<file path="config.mk">
export PLATFORM = sky130hd
export DESIGN_NAME = fp64_cmp_unit
export DESIGN_NICKNAME = d
export VERILOG_FILES = /design/src/rtl/fpc_pkg.sv /design/src/rtl/fpc_classify.sv /design/src/rtl/fpc_intlt.sv /design/src/rtl/fpc_combine.sv /design/src/rtl/fp64_cmp_unit.sv
export SDC_FILE = /design/constraint.sdc
export NUM_CORES = 1
export LEC_CHECK = 0
export BUFFER_PORTS_ARGS = -buffer_cell sky130_fd_sc_hd__buf_2
export CAP_MARGIN = 10
export CORE_MARGIN = 2
export CORE_UTILIZATION = 46
export CTS_BUF_LIST = sky130_fd_sc_hd__clkbuf_4 sky130_fd_sc_hd__clkbuf_8
export DETAILED_ROUTE_END_ITERATION = 8
export GPL_ROUTABILITY_DRIVEN = 0
export PLACE_DENSITY_LB_ADDON = 0.3
export SETUP_SLACK_MARGIN = 0.1
export SYNTH_ARGS = -nofsm -noshare
export SYNTH_HDL_FRONTEND = slang
export SYNTH_HIERARCHICAL = 1
export SYNTH_SLANG_ARGS = --single-unit
</file>
<file path="constraint.sdc">
create_clock -name clk -period 2.95 [get_ports clk]
set_input_delay 0.1475 -clock clk [delete_from_list [all_inputs] [get_ports clk]]
set_output_delay 0.1475 -clock clk [all_outputs]
set_load 0.02 [all_outputs]
</file>
<file path="src/rtl/fpc_pkg.sv">
package fpc_pkg;
  // Flag bundle carried from the combine stage to the ports.
  typedef struct packed {
    logic lt;
    logic ge;
    logic eq;
    logic uo;
  } fpc_flags_t;
endpackage

</file>
<file path="src/rtl/fpc_classify.sv">
module fpc_classify #(
  parameter int W     = 64,
  parameter int EXP_W = 11
) (
  input  logic [W-1:0] x,
  output logic         is_nan,
  output logic         is_zero,
  output logic         sign
);
  localparam int FRAC_W = W - 1 - EXP_W;

  logic [EXP_W-1:0]  ex;
  logic [FRAC_W-1:0] fr;

  always_comb begin
    ex      = x[W-2 -: EXP_W];
    fr      = x[FRAC_W-1:0];
    sign    = x[W-1];
    is_nan  = (&ex) && (|fr);
    is_zero = ~|x[W-2:0];
  end
endmodule

</file>
<file path="src/rtl/fpc_intlt.sv">
module fpc_intlt #(
  parameter int W = 64
) (
  input  logic [W-1:0] a,
  input  logic [W-1:0] b,
  output logic         lt
);
  localparam int HALF = W / 2;

  logic signed [HALF-1:0] a_hi, b_hi;
  logic        [HALF-1:0] a_lo, b_lo;

  always_comb begin
    a_hi = a[W-1:HALF];
    b_hi = b[W-1:HALF];
    a_lo = a[HALF-1:0];
    b_lo = b[HALF-1:0];
    // upper words signed, lower words unsigned
    lt = (a_hi < b_hi) || ((a_hi == b_hi) && (a_lo < b_lo));
  end
endmodule

</file>
<file path="src/rtl/fpc_combine.sv">
module fpc_combine
  import fpc_pkg::*;
#(
  parameter int W = 64
) (
  input  logic [W-1:0] a,
  input  logic [W-1:0] b,
  input  logic         nan_a,
  input  logic         nan_b,
  input  logic         zero_a,
  input  logic         zero_b,
  input  logic         neg_a,
  input  logic         neg_b,
  input  logic         int_lt,
  output fpc_flags_t   flags
);
  logic same;
  logic both_neg;
  logic ord_lt;
  logic ordered;

  always_comb begin
    same     = (a == b) || (zero_a && zero_b);
    both_neg = neg_a && neg_b;
    ord_lt   = !same && (int_lt != both_neg);
    ordered  = !nan_a && !nan_b;
    flags.lt = ordered && ord_lt;
    flags.ge = ordered && !ord_lt;
    flags.eq = ordered && same;
    flags.uo = !ordered;
  end
endmodule

</file>
<file path="src/rtl/fp64_cmp_unit.sv">
module fp64_cmp_unit
  import fpc_pkg::*;
#(
  parameter int W     = 64,
  parameter int EXP_W = 11
) (
  input  logic         clk,
  input  logic         rst_n,
  input  logic         in_valid,
  input  logic [W-1:0] in_a,
  input  logic [W-1:0] in_b,
  output logic         out_valid,
  output logic         out_lt,
  output logic         out_ge,
  output logic         out_eq,
  output logic         out_uo
);
  localparam int NOPS = 2;

  // capture stage: next-state
  logic [W-1:0] a_q, b_q, a_d, b_d;
  logic         v_q, v_d;

  always_comb begin
    v_d = in_valid;
    a_d = in_valid ? in_a : a_q;
    b_d = in_valid ? in_b : b_q;
  end

  always_ff @(posedge clk or negedge rst_n) begin
    if (!rst_n) begin
      v_q <= 1'b0;
      a_q <= '0;
      b_q <= '0;
    end else begin
      v_q <= v_d;
      a_q <= a_d;
      b_q <= b_d;
    end
  end

  // per-operand classification
  logic [W-1:0]    ops    [NOPS];
  logic [NOPS-1:0] nan_v, zero_v, neg_v;

  always_comb begin
    ops[0] = a_q;
    ops[1] = b_q;
  end

  for (genvar k = 0; k < NOPS; k++) begin : g_cls
    fpc_classify #(.W(W), .EXP_W(EXP_W)) cls_i (
      .x      (ops[k]),
      .is_nan (nan_v[k]),
      .is_zero(zero_v[k]),
      .sign   (neg_v[k])
    );
  end

  logic       int_lt;
  fpc_flags_t flg;

  fpc_intlt #(.W(W)) ilt_i (
    .a (a_q),
    .b (b_q),
    .lt(int_lt)
  );

  fpc_combine #(.W(W)) cmb_i (
    .a     (a_q),
    .b     (b_q),
    .nan_a (nan_v[0]),
    .nan_b (nan_v[1]),
    .zero_a(zero_v[0]),
    .zero_b(zero_v[1]),
    .neg_a (neg_v[0]),
    .neg_b (neg_v[1]),
    .int_lt(int_lt),
    .flags (flg)
  );

  always_comb begin
    out_valid = v_q;
    out_lt    = flg.lt;
    out_ge    = flg.ge;
    out_eq    = flg.eq;
    out_uo    = flg.uo;
  end
endmodule

</file>
; ---- Word-level counts from Yosys, hierarchy flattened
; Cells that the tools add are included.
[totals]
inputBits = 131
word_cells = 33
regBits = 129
[classes]
order_cmp = 2
n_eq_ne = 3
n_reduce_logical = 25
[op_table]
columns = op, count
row1 = OR reduction 63 bit, 2
row2 = OR reduction 52 bit, 2
row3 = equality test 64 bit, 1
row4 = less-than comparator 32 bit, 2
row5 = equality test 32 bit, 1
row6 = AND reduction 11 bit, 2
row7 = logical AND 1 bit, 10
row8 = zero test 1 bit, 7
row9 = logical OR 1 bit, 2
row10 = inequality test 1 bit, 1

; ---- Depth between registers and ports, before layout
[depth]
word_depth = 8
ltp_mapped = 10
mapped_depth_nobuf = 10

; ---- Hierarchy
; Netlist, hierarchy kept.
[modules_own_cells]
columns = module, instances, area_each_um2, cells_per_inst
row1 = fp64_cmp_unit, 1, 4847.1, 271
row2 = fpc_intlt, 1, 1600.3, 230
row3 = fpc_combine, 1, 742.0, 92
row4 = fpc_classify, 2, 178.9, 27

; ---- Worst setup path before layout
; Ideal clock, no wire load.
[synth_timing]
path_kind = register to output
from = register b_q[59]
to = output out_ge
slack_ps = 458
path_buffers = 0
arrival_ps = 2344
stages_incl_launch_ff = 11
cell_sequence = dfrtp_1 > inv_1 > ha_1 > nand4_1 > nor4_4 > o211ai_1 > nand4_1 > mux2_1 > o21ai_1 > xnor2_1 > a31oi_1
[synth_lines]
columns = element, line
row1 = "start, declared", fp64_cmp_unit.sv:21  ; logic [W-1:0] a_q, b_q, a_d, b_d;
row2 = "start signal, assigned", fp64_cmp_unit.sv:34  ; b_q <= '0;
row3 = "start signal, assigned", fp64_cmp_unit.sv:38  ; b_q <= b_d;
row4 = branches (longest 2 deep; another with less-than comparator 32 bit), n/a
row5 = logical OR 1 bit *, fpc_intlt.sv:19  ; lt = (a_hi < b_hi) || ((a_hi == b_hi) && (a_lo < b_lo));
row6 = net int_lt, fp64_cmp_unit.sv:60  ; logic int_lt;
row7 = inequality test 1 bit *, fpc_combine.sv:25  ; ord_lt = !same && (int_lt != both_neg);
row8 = logical AND 1 bit *, fpc_combine.sv:25
row9 = zero test 1 bit *, fpc_combine.sv:28  ; flags.ge = ordered && !ord_lt;
row10 = logical AND 1 bit *, fpc_combine.sv:28
row11 = "end, declared", fp64_cmp_unit.sv:14  ; output logic out_ge,
; Mark *: on every way through the listed nets, which the timed path passes.

; ---- Worst setup path in the final report
[layout_timing]
from = register a_q[62]
to = output out_ge
[layout_lines]
columns = element, line
row1 = "start, declared", fp64_cmp_unit.sv:21
row2 = "start signal, assigned", fp64_cmp_unit.sv:33  ; a_q <= '0;
row3 = "start signal, assigned", fp64_cmp_unit.sv:37  ; a_q <= a_d;
row4 = branches (longest 2 deep; another with less-than comparator 32 bit), n/a
row5 = logical OR 1 bit *, fpc_intlt.sv:19
row6 = net int_lt, fp64_cmp_unit.sv:60
row7 = inequality test 1 bit *, fpc_combine.sv:25
row8 = logical AND 1 bit *, fpc_combine.sv:25
row9 = zero test 1 bit *, fpc_combine.sv:28
row10 = logical AND 1 bit *, fpc_combine.sv:28
; Marked as above.

==> results.yml <==
timing:
  setup_tns_ps: -167
  finalHoldViolations: 0
  tightestPinTransition_ps: 747
  slew_headroom_pct: 50.2
  period_share_pct: 103
  slew_viol_final: 0
  holdWs_ps: 83.1
  min_period_ps: 3040
  setup_viol: 2
  fmax_mhz: 329
  finClkSkew_ps: 0
  fin_ws_ps: -86.8
  rsz0062_at_grt: "true"
global_routing:
  antenna_found_initial: 0
  grt_max_degree: 87
  overflow: 0
  grt_pass1_vias: 6863
  grt_pass1_wl_um: 34800
  grtUsageTotal_pct: 25.7
setup_path:
  worstPathCellList: "ha_4 -> nand4_4 -> nor4_4 -> o211ai_1 -> nand4_1 -> mux2_4 -> o21ai_4 -> xnor2_2 -> a31oi_1 -> buf_4"
  path_class: "reg -> out"
  cp_max_fo: 4
  slowest_stage: "dfrtp_2"
  critPathRequiredTime_ps: 2800
  max_stage_delay_ps: 450
  start_kind: "register"
  worst_ep_arrival_time_ps: 2890
  end_kind: "output pin"
clock_tree:
  cts_made_buffers: 17
  cts-htree-levels: 4
  cts_root_buffer: "clkbuf_8"
  clk_pin_slew_ps: 80
  cts_tree: "done"
  cts_buffer_depth: 2
  clock-sinks: 129
  clk_latency_ps: 450
drt:
  first_pass_iters: 5
  wl_per_cell_um: 18.6
  num_vias: 6404
  dr.first_iter.drc_count: 376
  drt-total-wl_um: 22300
  drc: 0
  antenna_left: 0
  routed_via_density: 5.34
layout:
  diodes: 0
  drive_gt1_share_pct: 40.4
  finalNetCount: 1164
  layout-area-overhead-vs-synth_pct: 42.7
  fillers: 1159
die:
  rows: 46
  initial_core_util_pct: 47.3
  coreArea_um2: 15900
  ios: 136
  die_h_um: 132
  die_w_um: 132
  die_area_um2: 17400
power_and_ir_drop:
  power_mw: 5.27
  peakVddDrop_uv: 455
  power.leakage_nw: 4.80
  power.density_nw_per_um2: 489
status:
  outcome: "complete, but fails checks"
  failed_checks: "negative setup slack"
synth:
  synth_edf_count: 0
  yosysTopAreaCell: "dfrtp_1"
  yosys_warnings: 6
  synth_ff_type: "dfrtp_1"
  synth_seq_cells: 129
  yosysSeqAreaShare_pct: 42.8
  avgSynthCellArea_um2: 11.7
  synthArstFlopShare_pct: 100
  ys_types: 35
  syn-cell-area_um2: 7550
  syn_inst: 647
  ys_top_cells_by_area: "dfrtp_1 43%, mux2_2 19%, ha_1 10%, xnor2_1 7.5%, inv_1 3.3%"
  synth_top_area_share_pct: 42.8
  synth_nets: 841
worst_hold_path:
  min_path_type: "in -> reg"
placed_design:
  port_buffers: 135
  dp_hpwl_um: 15000
run:
  drv_cap: 0
-- through the flow --
stage                     instance area (um2)  setup WS (ps)  util, %  std cells
after floorplan                          7550            458        -        647
after global placement                   8380            258     52.5        988
after detailed placement                 8380            133     52.5        988
after CTS                               10500          -88.5     65.9       1181
after global routing                    10800           -223     67.5       1199
final                                   10800          -86.8     67.5       1199
-- report_power, final --
| part | internal (mW) | switching (mW) | total, mW |
|---|---|---|---|
| Clock | 0.868 | 0.770 | 1.64 |
| Sequential | 1.95 | 0.235 | 2.18 |
| Combinational | 0.789 | 0.657 | 1.45 |
-- layer usage --
layer  GRT usage (%)  up-vias  wire [um]
li1                -     2982          -
met1            29.2     3132       8800
met2            46.2      229      11500
met3            6.07       61       1200
met4            11.2        0        806
met5               0        -          0
-- logic make-up (layout without fill, tap and decap cells) --
family / Yosys count / count (layout) / synth area share (%)
DFF: 129 / 129 / 42.8
adders and majority gates: 63 / 63 / 10.4
and+or+nand+nor: 125 / 125 / 10.1
xor gates and xnor gates: 65 / 65 / 7.54
AOI/OAI and AO/OA: 54 / 54 / 4.08
muxes: 129 / 129 / 19.2
buffers and inverters: 82 / 418 / 5.84
-- cells in the mapped netlist (3+ instances only) --
| cell type | instances |
|---|---|
| nor4_1 | 35 |
| nand3_1 | 8 |
| a21oi_1 | 27 |
| nand2_1 | 22 |
| nor4_2 | 5 |
| inv_1 | 66 |
| a211oi_1 | 4 |
| o21ai_0 | 8 |
| ha_1 | 63 |
| clkbuf_8 | 8 |
| buf_6 | 6 |
| xnor2_1 | 65 |
| mux2_2 | 128 |
| nor3_1 | 6 |
| nor2_1 | 5 |
| dfrtp_1 | 129 |
| nand4_1 | 35 |
| o21ai_1 | 5 |
| and4_1 | 3 |
-- worst max-delay path, delay by kind of cell, from the launching register on --
family	cells	cell delay [ps]
flops	1	450
simple gates	3	630
buf+inv	1	190
fa+ha+maj	1	290
compound gates	3	450
mux	1	320
xor+xnor	1	100
-- state kept, by name (all words and copies together), names as in the netlist --
register,cells
a_q,64
out_valid,1
b_q,64
-- worst paths after layout --
kind,slack (ps),depth (start not counted),start,to
hold / removal,80,1,in_valid,out_valid$_DFF_PN0_
min in group asynchronous,280,2,rst_n,a_q[60]$_DFFE_PN0P_
setup / recovery,-90,10,a_q[62]$_DFFE_PN0P_,out_ge
max in group asynchronous,1820,3,rst_n,b_q[9]$_DFFE_PN0P_
setup reg to reg,1920,3,b_q[59]$_DFFE_PN0P_,b_q[59]$_DFFE_PN0P_
hold reg to reg,560,1,b_q[17]$_DFFE_PN0P_,b_q[17]$_DFFE_PN0P_
-- final cells by class --
cell class	count	area [um2]	area share, %
flip-flops and latches	129	3240	30.1
inverters	66	248	2.30
multi-input cells	436	4150	38.6
repair buffers	320	2430	22.6
clock inverters	14	178	1.65
clock buffers	18	248	2.30
well taps	216	270	2.51
-- cell usage in the layout (no fill, tap or decap), types with 4 or more instances in the layout --
| cell | instances |
|---|---|
| dlygate4sd3_1 | 129 |
| inv_1 | 66 |
| a21oi_1 | 27 |
| nor4_1 | 24 |
| dfrtp_1 | 118 |
| nor2_1 | 5 |
| nand2_1 | 22 |
| inv_6 | 4 |
| mux2_2 | 128 |
| nor4_4 | 4 |
| clkinvlp_4 | 4 |
| nor4_2 | 13 |
| buf_2 | 130 |
| nand3_1 | 8 |
| ha_1 | 53 |
| nor3_1 | 5 |
| xnor2_1 | 64 |
| o21ai_1 | 7 |
| ha_4 | 10 |
| clkbuf_8 | 18 |
| nand4_1 | 35 |
| buf_4 | 58 |
| dfrtp_2 | 11 |
| o21ai_0 | 5 |
-- repair_timing --
item / CTS / global route
hold buffers: 129 / 0
pin swaps: 11 / 9
setup buffers: 32 / 18
endpoints found under the hold margin: 181 / 0
resized for setup: 29 / 22
cloned: 0 / 0
setup endpoints to repair: 3 / 4
No activity file was read; power rests on OpenSTA's default activity.
